[config.mk]
export PLATFORM = sky130hd
export DESIGN_NAME = upset_monitor
export DESIGN_NICKNAME = d
export VERILOG_FILES = /design/src/rtl/upset_pkg.sv /design/src/rtl/upset_lfsr.sv /design/src/rtl/upset_chain.sv /design/src/rtl/upset_judge.sv /design/src/rtl/upset_monitor.sv
export SDC_FILE = /design/constraint.sdc
export NUM_CORES = 1
export LEC_CHECK = 0
export BUFFER_PORTS_ARGS = -buffer_cell sky130_fd_sc_hd__buf_2
export CORE_ASPECT_RATIO = 1.4
export CORE_MARGIN = 4
export CORE_UTILIZATION = 54
export DETAILED_ROUTE_END_ITERATION = 6
export PLACE_DENSITY = 0.75
export RECOVER_POWER = 50
export SYNTH_ARGS = -nofsm -noshare
export SYNTH_HDL_FRONTEND = slang
export SYNTH_SLANG_ARGS = --single-unit
[constraint.sdc]
create_clock -name clk_i -period 1.6 [get_ports clk_i]
set_clock_uncertainty 0.2 [all_clocks]
set_input_delay 0.24 -clock clk_i [delete_from_list [all_inputs] [get_ports clk_i]]
set_output_delay 0.24 -clock clk_i [all_outputs]
set_load 0.05 [all_outputs]
[src/rtl/upset_pkg.sv]
package upset_pkg;

    // Number of redundant copies; the voter is a fixed two-of-three.
    localparam int NCOPY = 3;

    function automatic logic maj3(input logic a, input logic b, input logic c);
        return (a & b) | (a & c) | (b & c);
    endfunction

endpackage

[src/rtl/upset_lfsr.sv]
module upset_lfsr #(
    parameter int           W    = 8,
    parameter logic [W-1:0] TAPS = 8'hB8,
    parameter logic [W-1:0] SEED = 8'h01
) (
    input  logic         clk_i,
    input  logic         rst_ni,
    input  logic         en_i,
    output logic [W-1:0] pat_o
);

    typedef struct packed {
        logic [W-1:0] pat;
    } lfsr_t;

    lfsr_t st_d, st_q;

    always_comb begin
        st_d = st_q;
        if (en_i) begin
            st_d.pat = {st_q.pat[W-2:0], ^(st_q.pat & TAPS)};
        end
    end

    always_ff @(posedge clk_i or negedge rst_ni) begin
        if (!rst_ni) begin
            st_q.pat <= SEED;
        end else begin
            st_q <= st_d;
        end
    end

    assign pat_o = st_q.pat;

endmodule

[src/rtl/upset_chain.sv]
module upset_chain #(
    parameter int W     = 8,
    parameter int DEPTH = 40
) (
    input  logic         clk_i,
    input  logic         en_i,
    input  logic [W-1:0] din_i,
    output logic [W-1:0] tail_o
);

    // Stage 0 is the head, stage DEPTH-1 feeds the comparators.
    typedef struct packed {
        logic [DEPTH-1:0][W-1:0] stg;
    } chain_t;

    chain_t st_d, st_q;

    // Corruption point at the head; zero in operation, overridden only by a bench.
    logic [W-1:0] upset_mask;
    assign upset_mask = '0;

    always_comb begin
        st_d = st_q;
        if (en_i) begin
            st_d.stg[0] = din_i ^ upset_mask;
            for (int i = 1; i < DEPTH; i++) begin
                st_d.stg[i] = st_q.stg[i-1];
            end
        end
    end

    // Deliberately no reset: the monitor arms only after a full flush.
    always_ff @(posedge clk_i) begin
        st_q <= st_d;
    end

    assign tail_o = st_q.stg[DEPTH-1];

endmodule

[src/rtl/upset_judge.sv]
module upset_judge
    import upset_pkg::*;
#(
    parameter int W     = 8,
    parameter int DEPTH = 40,
    parameter int CNT_W = 16
) (
    input  logic                         clk_i,
    input  logic                         rst_ni,
    input  logic                         en_i,
    input  logic [NCOPY-1:0][W-1:0]      tail_i,
    input  logic [W-1:0]                 ref_i,
    output logic [W-1:0]                 vote_o,
    output logic [NCOPY-1:0]             mism_o,
    output logic                         uncorr_o,
    output logic [NCOPY*CNT_W-1:0]       cnt_o
);

    localparam int                 FILL_W   = $clog2(DEPTH + 1);
    localparam logic [FILL_W-1:0]  FILL_END = FILL_W'(DEPTH);
    localparam logic [CNT_W-1:0]   CNT_MAX  = '1;

    typedef struct packed {
        logic [FILL_W-1:0]              fill;
        logic [W-1:0]                   vote;
        logic [NCOPY-1:0]               mism;
        logic                           uncorr;
        logic [NCOPY-1:0][CNT_W-1:0]    cnt;
    } judge_t;

    judge_t       st_d, st_q;
    logic [W-1:0] voted;
    logic         armed;

    always_comb begin
        st_d  = st_q;
        armed = (st_q.fill == FILL_END);
        for (int b = 0; b < W; b++) begin
            voted[b] = maj3(tail_i[0][b], tail_i[1][b], tail_i[2][b]);
        end
        if (en_i) begin
            if (!armed) begin
                st_d.fill = st_q.fill + 1'b1;
            end
            st_d.vote   = armed ? voted : '0;
            st_d.uncorr = st_q.uncorr | (armed && (voted != ref_i));
            for (int c = 0; c < NCOPY; c++) begin
                st_d.mism[c] = armed && (tail_i[c] != voted);
                if (st_d.mism[c] && (st_q.cnt[c] != CNT_MAX)) begin
                    st_d.cnt[c] = st_q.cnt[c] + 1'b1;
                end
            end
        end
    end

    always_ff @(posedge clk_i or negedge rst_ni) begin
        if (!rst_ni) begin
            st_q <= '0;
        end else begin
            st_q <= st_d;
        end
    end

    assign vote_o   = st_q.vote;
    assign mism_o   = st_q.mism;
    assign uncorr_o = st_q.uncorr;
    assign cnt_o    = st_q.cnt;

endmodule

[src/rtl/upset_monitor.sv]
module upset_monitor
    import upset_pkg::*;
#(
    parameter int           W     = 8,
    parameter int           DEPTH = 40,
    parameter int           CNT_W = 16,
    parameter logic [W-1:0] TAPS  = 8'hB8,
    parameter logic [W-1:0] SEED  = 8'h01
) (
    input  logic                   clk_i,
    input  logic                   rst_ni,
    input  logic                   en_i,
    output logic [W-1:0]           vote_o,
    output logic [NCOPY-1:0]       mism_o,
    output logic                   uncorr_o,
    output logic [NCOPY*CNT_W-1:0] cnt_o
);

    logic [W-1:0]            pat;
    logic [NCOPY-1:0][W-1:0] copy_tail;
    logic [W-1:0]            ref_tail;

    upset_lfsr #(.W(W), .TAPS(TAPS), .SEED(SEED)) u_gen (
        .clk_i  (clk_i),
        .rst_ni (rst_ni),
        .en_i   (en_i),
        .pat_o  (pat)
    );

    for (genvar c = 0; c < NCOPY; c++) begin : gen_copy
        upset_chain #(.W(W), .DEPTH(DEPTH)) u_chain (
            .clk_i  (clk_i),
            .en_i   (en_i),
            .din_i  (pat),
            .tail_o (copy_tail[c])
        );
    end

    upset_chain #(.W(W), .DEPTH(DEPTH)) u_ref (
        .clk_i  (clk_i),
        .en_i   (en_i),
        .din_i  (pat),
        .tail_o (ref_tail)
    );

    upset_judge #(.W(W), .DEPTH(DEPTH), .CNT_W(CNT_W)) u_judge (
        .clk_i    (clk_i),
        .rst_ni   (rst_ni),
        .en_i     (en_i),
        .tail_i   (copy_tail),
        .ref_i    (ref_tail),
        .vote_o   (vote_o),
        .mism_o   (mism_o),
        .uncorr_o (uncorr_o),
        .cnt_o    (cnt_o)
    );

endmodule

==> qor.csv, run 1 <==
metric;value;unit
Die Span X;128;µm
Synth cell types;23;
max cap viols;0;
DR WL/cell;16.1;µm
Remaining DRCs;0;
Site Rows;61;
core area;0.0199;mm²
CTS tree;done;
clock-pin slew on the worst setup and hold paths;60;ps
Slew @ Worst Pin;623;ps
CP endpoint kind;flip-flop;
relative slew slack;58.5;%
Startpoint Class;flip-flop;
via count;3671;
FILL cells;1302;
CP max-delay cell;dfrtp_1;
CP Buf/Inv Count;1;
Worst-Skew Late Latency;530;ps
Power Dens Cells;1520;mW/mm²
port bufs;10;
worst-path maximum fanout;2;
total wire length;12.4;mm
Max Root-Sink Buffers;3;
Leakage;4.36;nW
final setup fails;0;
final instance area;0.0123;mm²
Yosys top cell area share;87.6;%
crit path DAT;1790;ps
largest net degree at the start of global routing;67;
sequential power share;58.7;%
Sw Ratio;21.2;%
Synth Area per Inst;24.7;µm²
Num CTS Buffers;30;
Max Clock Freq;639;MHz
Psw;0.00398;W
final worst-path cycle share;97.8;%
logic gate share of total power;5.9;%
die height;177;µm
Final Util;61.7;%
Ports;63;
ys async rst share;6.43;%
WHS;58.8;ps
Post-synth EDFFs;320;
n_diodes;0;
DR iter-0 viols;279;
number of vias per cell;4.76;
Syn. warnings;0;
vias in the first global route;3768;
worst setup margin;34.7;ps
share of cells above drive strength 1;16.3;%
GP Congestion;0.678;
H-tree depth;1;
top post-synthesis cells by area;edfxtp_1, dfrtp_1, buf_4, mux2_2, a22o_1;
dpl ws;-61.4;ps
Hold Fails Final Rpt;0;
synthesized cell area;0.0110;mm²
unrepaired setup endpoints after global routing;true;
drt first pass iters;4;
Top FF cell, synth;edfxtp_1;
clk sinks;342;
CTS root buf;clkbuf_16;
placed inst area;0.0113;mm²
Peak VDD IR;0.00129;V
Initial Util;55.1;%
Power Internal;0.0148;W
first-pass GRT wire length;20.1;mm
Cells after Synth;444;
Hold Crit Class;in2async;
Synth area leader;edfxtp_1;
GRT Total Usage;11.0;%
Design Power;0.0188;W
CP peak stage delay;400;ps
die area;0.0227;mm²
ordered cell list for the critical path;inv_2 > ha_4 > nand4b_4 > o21a_1 > mux2_4;
Antenna Nets Post-Route;0;
status;finished clean;
Worst EP required;1820;ps
Seq/Total Area, Yosys;92.6;%
Crit Path Class;reg2reg;
antenna violations before repair;0;
fin crit period;1570;ps
post-DP HPWL;6.24;mm
#FFs+latches synth;342;
Final nets;501;
CP delay by family, top;flip-flops;
r2r setup slk;30;ps
gr ovfl total;0;
clock share of power;35.4;%
Syn-to-layout area delta;12.1;%
Final Max Slew Viols;0;
sequential cells by signal (all words and copies together), names as in the netlist:
register / flops
gen_copy.u_chain.tail_o: 8
gen_copy.u_chain.st_q: 32
u_judge.vote_o: 8
u_gen.pat_o: 8
u_ref.st_q: 280
u_judge.st_q: 6
synthesized netlist by cell type, types with 2 or more instances:
master    count
a22o_1        8
a31oi_1       2
buf_4        60
dfrtp_1      21
edfxtp_1    320
ha_1          2
inv_1         2
mux2_2        7
nand4_1       2
nor2_1        2
xnor2_1       6
layout make-up:
type / count / area [µm²] / area share (%)
clock buffer: 37 / 798 / 6.49
sequential: 342 / 10200 / 82.6
multi-input combinational: 88 / 554 / 4.51
clock inverter: 19 / 119 / 0.966
inverter: 3 / 11.3 / 0.0916
tap: 252 / 315 / 2.56
timing repair buffer: 31 / 340 / 2.77
repair_timing:
item	in CTS	in global routing
resized for setup	12	5
hold buffers	2	0
buffers inserted	4	0
endpoints found under the setup margin	17	14
pin swaps	2	7
endpoints found under the hold margin	37	0
logic make-up (layout without fill, tap and decap cells):
kind of cell / count (synthesis) / after routing / synth area share, %
AOI/OAI and AO/OA: 12 / 12 / 0.866
xor gates and xnor gates: 7 / 7 / 0.559
adders and majority gates: 2 / 2 / 0.228
buffers and inverters: 65 / 90 / 4.30
DFF: 342 / 342 / 92.6
muxes: 8 / 8 / 0.855
other: 1 / 52 / 0.0342
and+or+nand+nor: 7 / 7 / 0.581
path summary, 6_finish.rpt:
check,start,end,cells after the start
min in group clk_i,u_ref.st_q[36],u_ref.st_q[44],0
max in group asynchronous,rst_ni,u_gen.pat_o[4],2
min reg2reg,u_ref.st_q[36],u_ref.st_q[44],0
max reg2reg,u_judge.st_q[61],u_judge.st_q[61],5
max,u_judge.st_q[61],u_judge.st_q[61],5
min,rst_ni,u_judge.vote_o[6],2
power groups by stage:
| stage | Combinational (W) | Clock [W] | Sequential [W] |
|---|---|---|---|
| 2_1_floorplan | 0.000780 | 0 | 0.0111 |
| 4_1_cts | 0.00110 | 0.00684 | 0.0110 |
| 6_report | 0.00111 | 0.00664 | 0.0110 |
| 5_1_grt | 0.00119 | 0.00728 | 0.0111 |
| 3_5_place_dp | 0.00102 | 0 | 0.0112 |
| 3_3_place_gp | 0.000961 | 0 | 0.0111 |
layout by cell type, fill, tap and decap left out, types with 2 or more instances in the layout:
cell / instances
edfxtp_1: 320
conb_1: 52
clkbuf_16: 31
dfrtp_1: 21
buf_4: 14
clkinv_1: 9
a22o_1: 8
mux2_2: 7
clkinv_2: 6
clkbuf_1: 6
buf_6: 6
buf_12: 6
xnor2_1: 5
inv_2: 3
nor2_1: 2
nand4_1: 2
a31oi_1: 2
dlygate4sd3_1: 2
through the flow:
| step | std cells | TNS [ps] |
|---|---|---|
| 2_1_floorplan | 495 | 0 |
| 3_3_place_gp | 710 | 0 |
| 3_5_place_dp | 710 | -413 |
| 4_1_cts | 772 | 0 |
| 5_1_grt | 772 | -113 |
| 6_report | 772 | 0 |
metal layers:
| metal | vias to the layer above | track usage [%] | wire length (µm) |
|---|---|---|---|
| met2 | 64 | 17.0 | 6010 |
| met5 | - | 0 | 0 |
| met3 | 17 | 2.54 | 553 |
| met4 | 0 | 3.33 | 204 |
| met1 | 1881 | 16.1 | 5670 |
| li1 | 1709 | - | - |
(Power assumes the default switching activity.)
==> run 2: changes to the inputs <==
PLACE_DENSITY = not set   (was 0.75)
PLACE_DENSITY_LB_ADDON = 0.12   (was not set)
==> run 2 against run 1 <==
Net effect:
- hold slack worse by 16 ps
- clock-buffer cell count grew 3
- sequential share of layout area grew 0.14 points
- first-iteration DRC count fell by 5.7%
- utilization fell by 0.11 points
- highest routed layer unchanged
- cell area decreased by 0.17%
- critical path depth is the same
- largest power group unchanged
==> qor.csv, run 2 (synthesized netlist as in run 1, its figures left out) <==
metric;value;unit;change
clk sinks;342;;unchanged
FILL cells;1363;;was 1,302
Final nets;500;;was 501
Initial Util;55.1;%;unchanged
CP peak stage delay;380;ps;was 400 ps
Num CTS Buffers;30;;unchanged
gr ovfl total;0;;unchanged
Peak VDD IR;0.00128;V;was 0.00129 V
status;finished clean;;unchanged
CP max-delay cell;dfrtp_1;;unchanged
core area;0.0199;mm²;unchanged
CP endpoint kind;flip-flop;;unchanged
CTS root buf;clkbuf_16;;unchanged
antenna violations before repair;0;;unchanged
DR WL/cell;16.0;µm;was 16.1 µm
max cap viols;0;;unchanged
CP delay by family, top;flip-flops;;unchanged
via count;3720;;was 3,671
relative slew slack;60.6;%;was 58.5%
Slew @ Worst Pin;591;ps;was 623 ps
final worst-path cycle share;97.2;%;was 97.8%
Max Root-Sink Buffers;3;;unchanged
Power Dens Cells;1530;mW/mm²;was 1520 mW/mm²
GRT Total Usage;11.0;%;about the same
largest net degree at the start of global routing;67;;unchanged
placed inst area;0.0113;mm²;unchanged
CP Buf/Inv Count;1;;unchanged
unrepaired setup endpoints after global routing;true;;unchanged
Antenna Nets Post-Route;0;;unchanged
post-DP HPWL;6.13;mm;was 6.24 mm
H-tree depth;1;;unchanged
GP Congestion;0.680;;was 0.678
fin crit period;1560;ps;was 1570 ps
port bufs;10;;unchanged
final instance area;0.0123;mm²;about the same
Final Max Slew Viols;0;;unchanged
die area;0.0227;mm²;unchanged
Die Span X;128;µm;unchanged
die height;177;µm;unchanged
first-pass GRT wire length;20.1;mm;about the same
crit path DAT;1770;ps;was 1790 ps
Ports;63;;unchanged
Max Clock Freq;643;MHz;was 639 MHz
Worst EP required;1810;ps;was 1820 ps
CTS tree;done;;unchanged
Startpoint Class;flip-flop;;unchanged
drt first pass iters;4;;unchanged
total negative setup slack;0;ps;unchanged
worst-path maximum fanout;2;;unchanged
biggest regs;u_ref.st_q x280, gen_copy.u_chain.st_q x32;;unchanged
Reg with most FFs;u_ref.st_q;;unchanged
Hold Fails Final Rpt;0;;unchanged
ordered cell list for the critical path;inv_2 > ha_4 > nand4b_4 > o21a_1 > mux2_4;;unchanged
Remaining DRCs;0;;unchanged
Site Rows;61;;unchanged
share of cells above drive strength 1;15.6;%;was 16.3%
Hold Crit Class;in2async;;unchanged
commonest non-fill, non-tap cell in the layout;edfxtp_1;;unchanged
final setup fails;0;;unchanged
n_diodes;0;;unchanged
Leakage;4.36;nW;about the same
Syn-to-layout area delta;11.9;%;was 12.1%
Crit Path Class;reg2reg;;unchanged
DR iter-0 viols;263;;was 279
total wire length;12.3;mm;was 12.4 mm
leading cell types in the layout, fill and taps excluded;edfxtp_1, conb_1, clkbuf_16, dfrtp_1, buf_4;;unchanged
number of vias per cell;4.83;;was 4.76
Worst-Skew Late Latency;530;ps;about the same
clock-pin slew on the worst setup and hold paths;60;ps;about the same
vias in the first global route;3791;;was 3,768
max reg flops;280;;unchanged
-- run 2: cell types whose count changed in the layout (fill, tap and decap cells not counted) --
cell	delta
buf_4	+4
clkinvlp_4	-1
clkinv_4	-1
buf_6	-4
inv_6	-1
clkbuf_1	+3
clkbuf_4	-1
bufinv_16	+1
clkinv_1	-2
xnor2_2	-1
xnor2_1	+1
-- run 2: path summary, 6_finish.rpt --
kind,from,endpoint,slack (ps),depth (start not counted)
min in group clk_i,u_ref.st_q[173],u_ref.st_q[181],220,0
min,rst_ni,u_judge.vote_o[0],40,2
max reg2reg,u_judge.st_q[60],u_judge.st_q[61],40,5
max,u_judge.st_q[60],u_judge.st_q[61],40,5
min reg2reg,u_ref.st_q[173],u_ref.st_q[181],220,0
max in group asynchronous,rst_ni,u_gen.pat_o[1],770,2
-- run 2: area by class of cell --
| class | instances | area [µm²] | area share (%) |
|---|---|---|---|
| Sequential cell | 342 | 10200 | 82.8 |
| Inverter | 3 | 11.3 | 0.0917 |
| Clock inverter | 15 | 116 | 0.948 |
| Multi-Input combinational cell | 88 | 547 | 4.45 |
| Clock buffer | 40 | 810 | 6.59 |
| Tap cell | 252 | 315 | 2.57 |
| Timing Repair Buffer | 30 | 318 | 2.59 |
-- run 2: metal layers --
metal	vias to the layer above	global-route usage, %	part of all wire [%]
li1	1711	-	-
met1	1929	16.6	46
met2	53	16.2	48
met3	27	2.42	3.9
met4	0	3.90	2.5
met5	-	0	0
-- run 2: where the power goes --
| part | switching, W | total (W) | internal (W) | leakage (nW) |
|---|---|---|---|---|
| Sequential | 0.000338 | 0.0110 | 0.0107 | 3.40 |
| Clock | 0.00289 | 0.00675 | 0.00386 | 0.455 |
| Combinational | 0.000663 | 0.00104 | 0.000376 | 0.501 |
-- run 2: through the flow --
stage	util [%]	hold slack [ps]	total power, W	worst slack (ps)	std cells
2_1_floorplan	-	-256	0.0118	3.96	495
3_3_place_gp	56.6	33.6	0.0121	41.3	710
3_5_place_dp	56.6	50.5	0.0122	-26.7	710
4_1_cts	61.6	4.96	0.0191	-4.22	769
5_1_grt	61.6	71.4	0.0196	-20.1	770
6_report	61.6	42.8	0.0188	44.0	770
-- run 2: timing repair --
action	in CTS	in global routing
buffers inserted	2	1
gates resized for setup	9	3
cloned	0	0
hold endpoints to repair	31	0
hold buffers	2	0
pin swaps	1	3
setup endpoints to repair	17	9
==> run 3: changes to the inputs <==
CORE_ASPECT_RATIO = 2   (was 1.4)
CORE_UTILIZATION = 50   (was 54)
SETUP_SLACK_MARGIN = 0.15   (was not set)
==> run 3 against run 2 <==
Net effect:
- via count grew 0.62%
- combinational power grew 11%
- maximum frequency shrank 0.86%
- final cell count grew 4.3%
- utilization shrank 3.4 points
- clock-buffer cell count shrank 8
- critical path depth is the same
- first-iteration DRC count shrank 1.5%
- register-to-register slack is essentially flat
- largest cell class unchanged
==> qor.csv, run 3 (synthesized netlist as in run 1, its figures left out) <==
metric;value;unit;change
core area;0.0216;mm²;was 0.0199 mm²
Ports;63;;unchanged
clock share of power;37.4;%;was 35.9%
worst setup margin;30.5;ps;was 44.0 ps
Sw Ratio;20.8;%;was 20.7%
Hold Fails Final Rpt;0;;unchanged
Final Max Slew Viols;0;;unchanged
Final Util;58.3;%;was 61.6%
Die Span X;113;µm;was 128 µm
first-pass GRT wire length;21.4;mm;was 20.1 mm
Final nets;514;;was 500
Setup crit end;u_judge.st_q[61];;unchanged
max reg flops;280;;unchanged
leading cell types in the layout, fill and taps excluded;edfxtp_1, conb_1, clkbuf_16, dfrtp_1, buf_4;;unchanged
status;finished clean;;unchanged
clock-pin slew on the worst setup and hold paths;70;ps;was 60 ps
Remaining DRCs;0;;unchanged
n_diodes;0;;unchanged
relative slew slack;59.1;%;was 60.6%
Crit Path Class;reg2reg;;unchanged
Peak VDD IR;0.00132;V;was 0.00128 V
Site Rows;76;;was 61
Psw;0.00403;W;was 0.00389 W
Reg with most FFs;u_ref.st_q;;unchanged
final setup fails;0;;unchanged
Max Clock Freq;637;MHz;was 643 MHz
share of cells above drive strength 1;19.2;%;was 15.6%
DR iter-0 viols;259;;was 263
Slew @ Worst Pin;614;ps;was 591 ps
dpl ws;-60.3;ps;was -26.7 ps
biggest regs;u_ref.st_q x280, gen_copy.u_chain.st_q x32;;unchanged
DR WL/cell;16.7;µm;was 16.0 µm
reg2reg start;u_judge.st_q[60];;unchanged
die height;218;µm;was 177 µm
fin crit period;1570;ps;was 1560 ps
logic gate share of total power;5.9;%;was 5.5%
Max Root-Sink Buffers;3;;unchanged
unrepaired setup endpoints after global routing;true;;unchanged
GRT Total Usage;11.0;%;about the same
via count;3743;;was 3,720
CTS tree;done;;unchanged
post-DP HPWL;7.18;mm;was 6.13 mm
vias in the first global route;3949;;was 3,791
crit path DAT;1790;ps;was 1770 ps
commonest non-fill, non-tap cell in the layout;edfxtp_1;;unchanged
Worst-Skew Late Latency;540;ps;was 530 ps
Leakage;4.48;nW;was 4.36 nW
Worst EP required;1820;ps;was 1810 ps
Hold Crit Class;in2async;;unchanged
port bufs;10;;unchanged
H-tree depth;1;;unchanged
final worst-path cycle share;98.1;%;was 97.2%
largest net degree at the start of global routing;46;;was 67
Num CTS Buffers;29;;was 30
antenna violations before repair;0;;unchanged
Syn-to-layout area delta;14.6;%;was 11.9%
number of vias per cell;4.66;;was 4.83
total wire length;13.4;mm;was 12.3 mm
crit path launch;u_judge.st_q[60];;unchanged
sequential power share;56.7;%;was 58.5%
clk sinks;342;;unchanged
gr ovfl total;0;;unchanged
CP endpoint kind;flip-flop;;unchanged
worst-path maximum fanout;2;;unchanged
Initial Util;50.8;%;was 55.1%
Startpoint Class;flip-flop;;unchanged
Antenna Nets Post-Route;0;;unchanged
max cap viols;0;;unchanged
drt first pass iters;4;;unchanged
CTS root buf;clkbuf_16;;unchanged
die area;0.0245;mm²;was 0.0227 mm²
Power Dens Cells;1540;mW/mm²;was 1530 mW/mm²
worst reg2reg path endpoint;u_judge.st_q[61];;unchanged
r2r setup slk;30;ps;was 40 ps
GP Congestion;0.680;;about the same
Power Internal;0.0154;W;was 0.0149 W
R2R cell count;5;;unchanged
[run 3: changes by cell type in the layout (fill, tap and decap cells not counted)]
cell        change
bufinv_16       +4
clkbuf_1        -6
clkinv_1        -2
buf_12          +4
buf_6          +10
clkbuf_16       -2
xnor2_1         -1
clkinvlp_4      +5
clkinv_2        -2
xnor2_2         +1
buf_4           +1
[run 3: area by class of cell]
| cell class | instances | area [µm²] |
|---|---|---|
| tap | 273 | 342 |
| fill | 1542 | 9010 |
| sequential | 342 | 10200 |
| multi-input combinational | 88 | 554 |
| inverter | 3 | 11.3 |
| clock inverter | 20 | 256 |
| clock buffer | 32 | 737 |
| timing repair buffer | 45 | 518 |
[run 3: worst min-delay path by stage]
stage               depth (start not counted)   start                end  slack (ps)
global placement                            1  rst_ni  u_judge.vote_o[0]          40
global route                                2  rst_ni   u_judge.st_q[65]          80
CTS                                         2  rst_ni   u_judge.st_q[63]           2
detailed placement                          1  rst_ni  u_judge.vote_o[0]          50
finish                                      2  rst_ni   u_judge.st_q[63]          50
floorplan                                   0  rst_ni     u_gen.pat_o[1]        -260
[run 3: worst max-delay path: stages, from the launching register on]
cell      delay (ps)
dfrtp_1          390
inv_2             90
ha_4             140
nand4b_4         110
o21a_1           220
mux2_4           300
[run 3: what timing repair did]
action | in CTS | in global routing
endpoints found under the hold margin | 37 | 0
setup buffers | 6 | 4
pin swaps | 4 | 5
endpoints found under the setup margin | 17 | 46
resized for setup | 19 | 2
hold buffers | 2 | 0
[run 3: stage by stage]
step	area [µm²]	hold slack, ps	setup TNS, ps	instances	power (W)
after CTS	12500	1.81	0	799	0.0197
after global routing	12600	75.2	-173	803	0.0203
after detailed placement	11400	52.3	-337	739	0.0123
after floorplan	11200	-256	0	495	0.0119
after global placement	11400	38.7	0	739	0.0122
final	12600	47.1	0	803	0.0194
[run 3: layer usage]
| layer | routed length [µm] | vias up | global-route usage, % |
|---|---|---|---|
| li1 | - | 1735 | - |
| met1 | 5530 | 1932 | 14.3 |
| met2 | 7050 | 50 | 18.0 |
| met3 | 460 | 26 | 2.08 |
| met4 | 385 | 0 | 5.17 |
| met5 | 0 | - | 0 |
[run 3: power groups by stage]
stage / clock network [W] / registers [W] / logic (W)
global placement: 0 / 0.0112 / 0.000998
CTS: 0.00756 / 0.0110 / 0.00111
floorplan: 0 / 0.0111 / 0.000803
global route: 0.00793 / 0.0111 / 0.00125
detailed placement: 0 / 0.0112 / 0.00106
finish: 0.00726 / 0.0110 / 0.00115
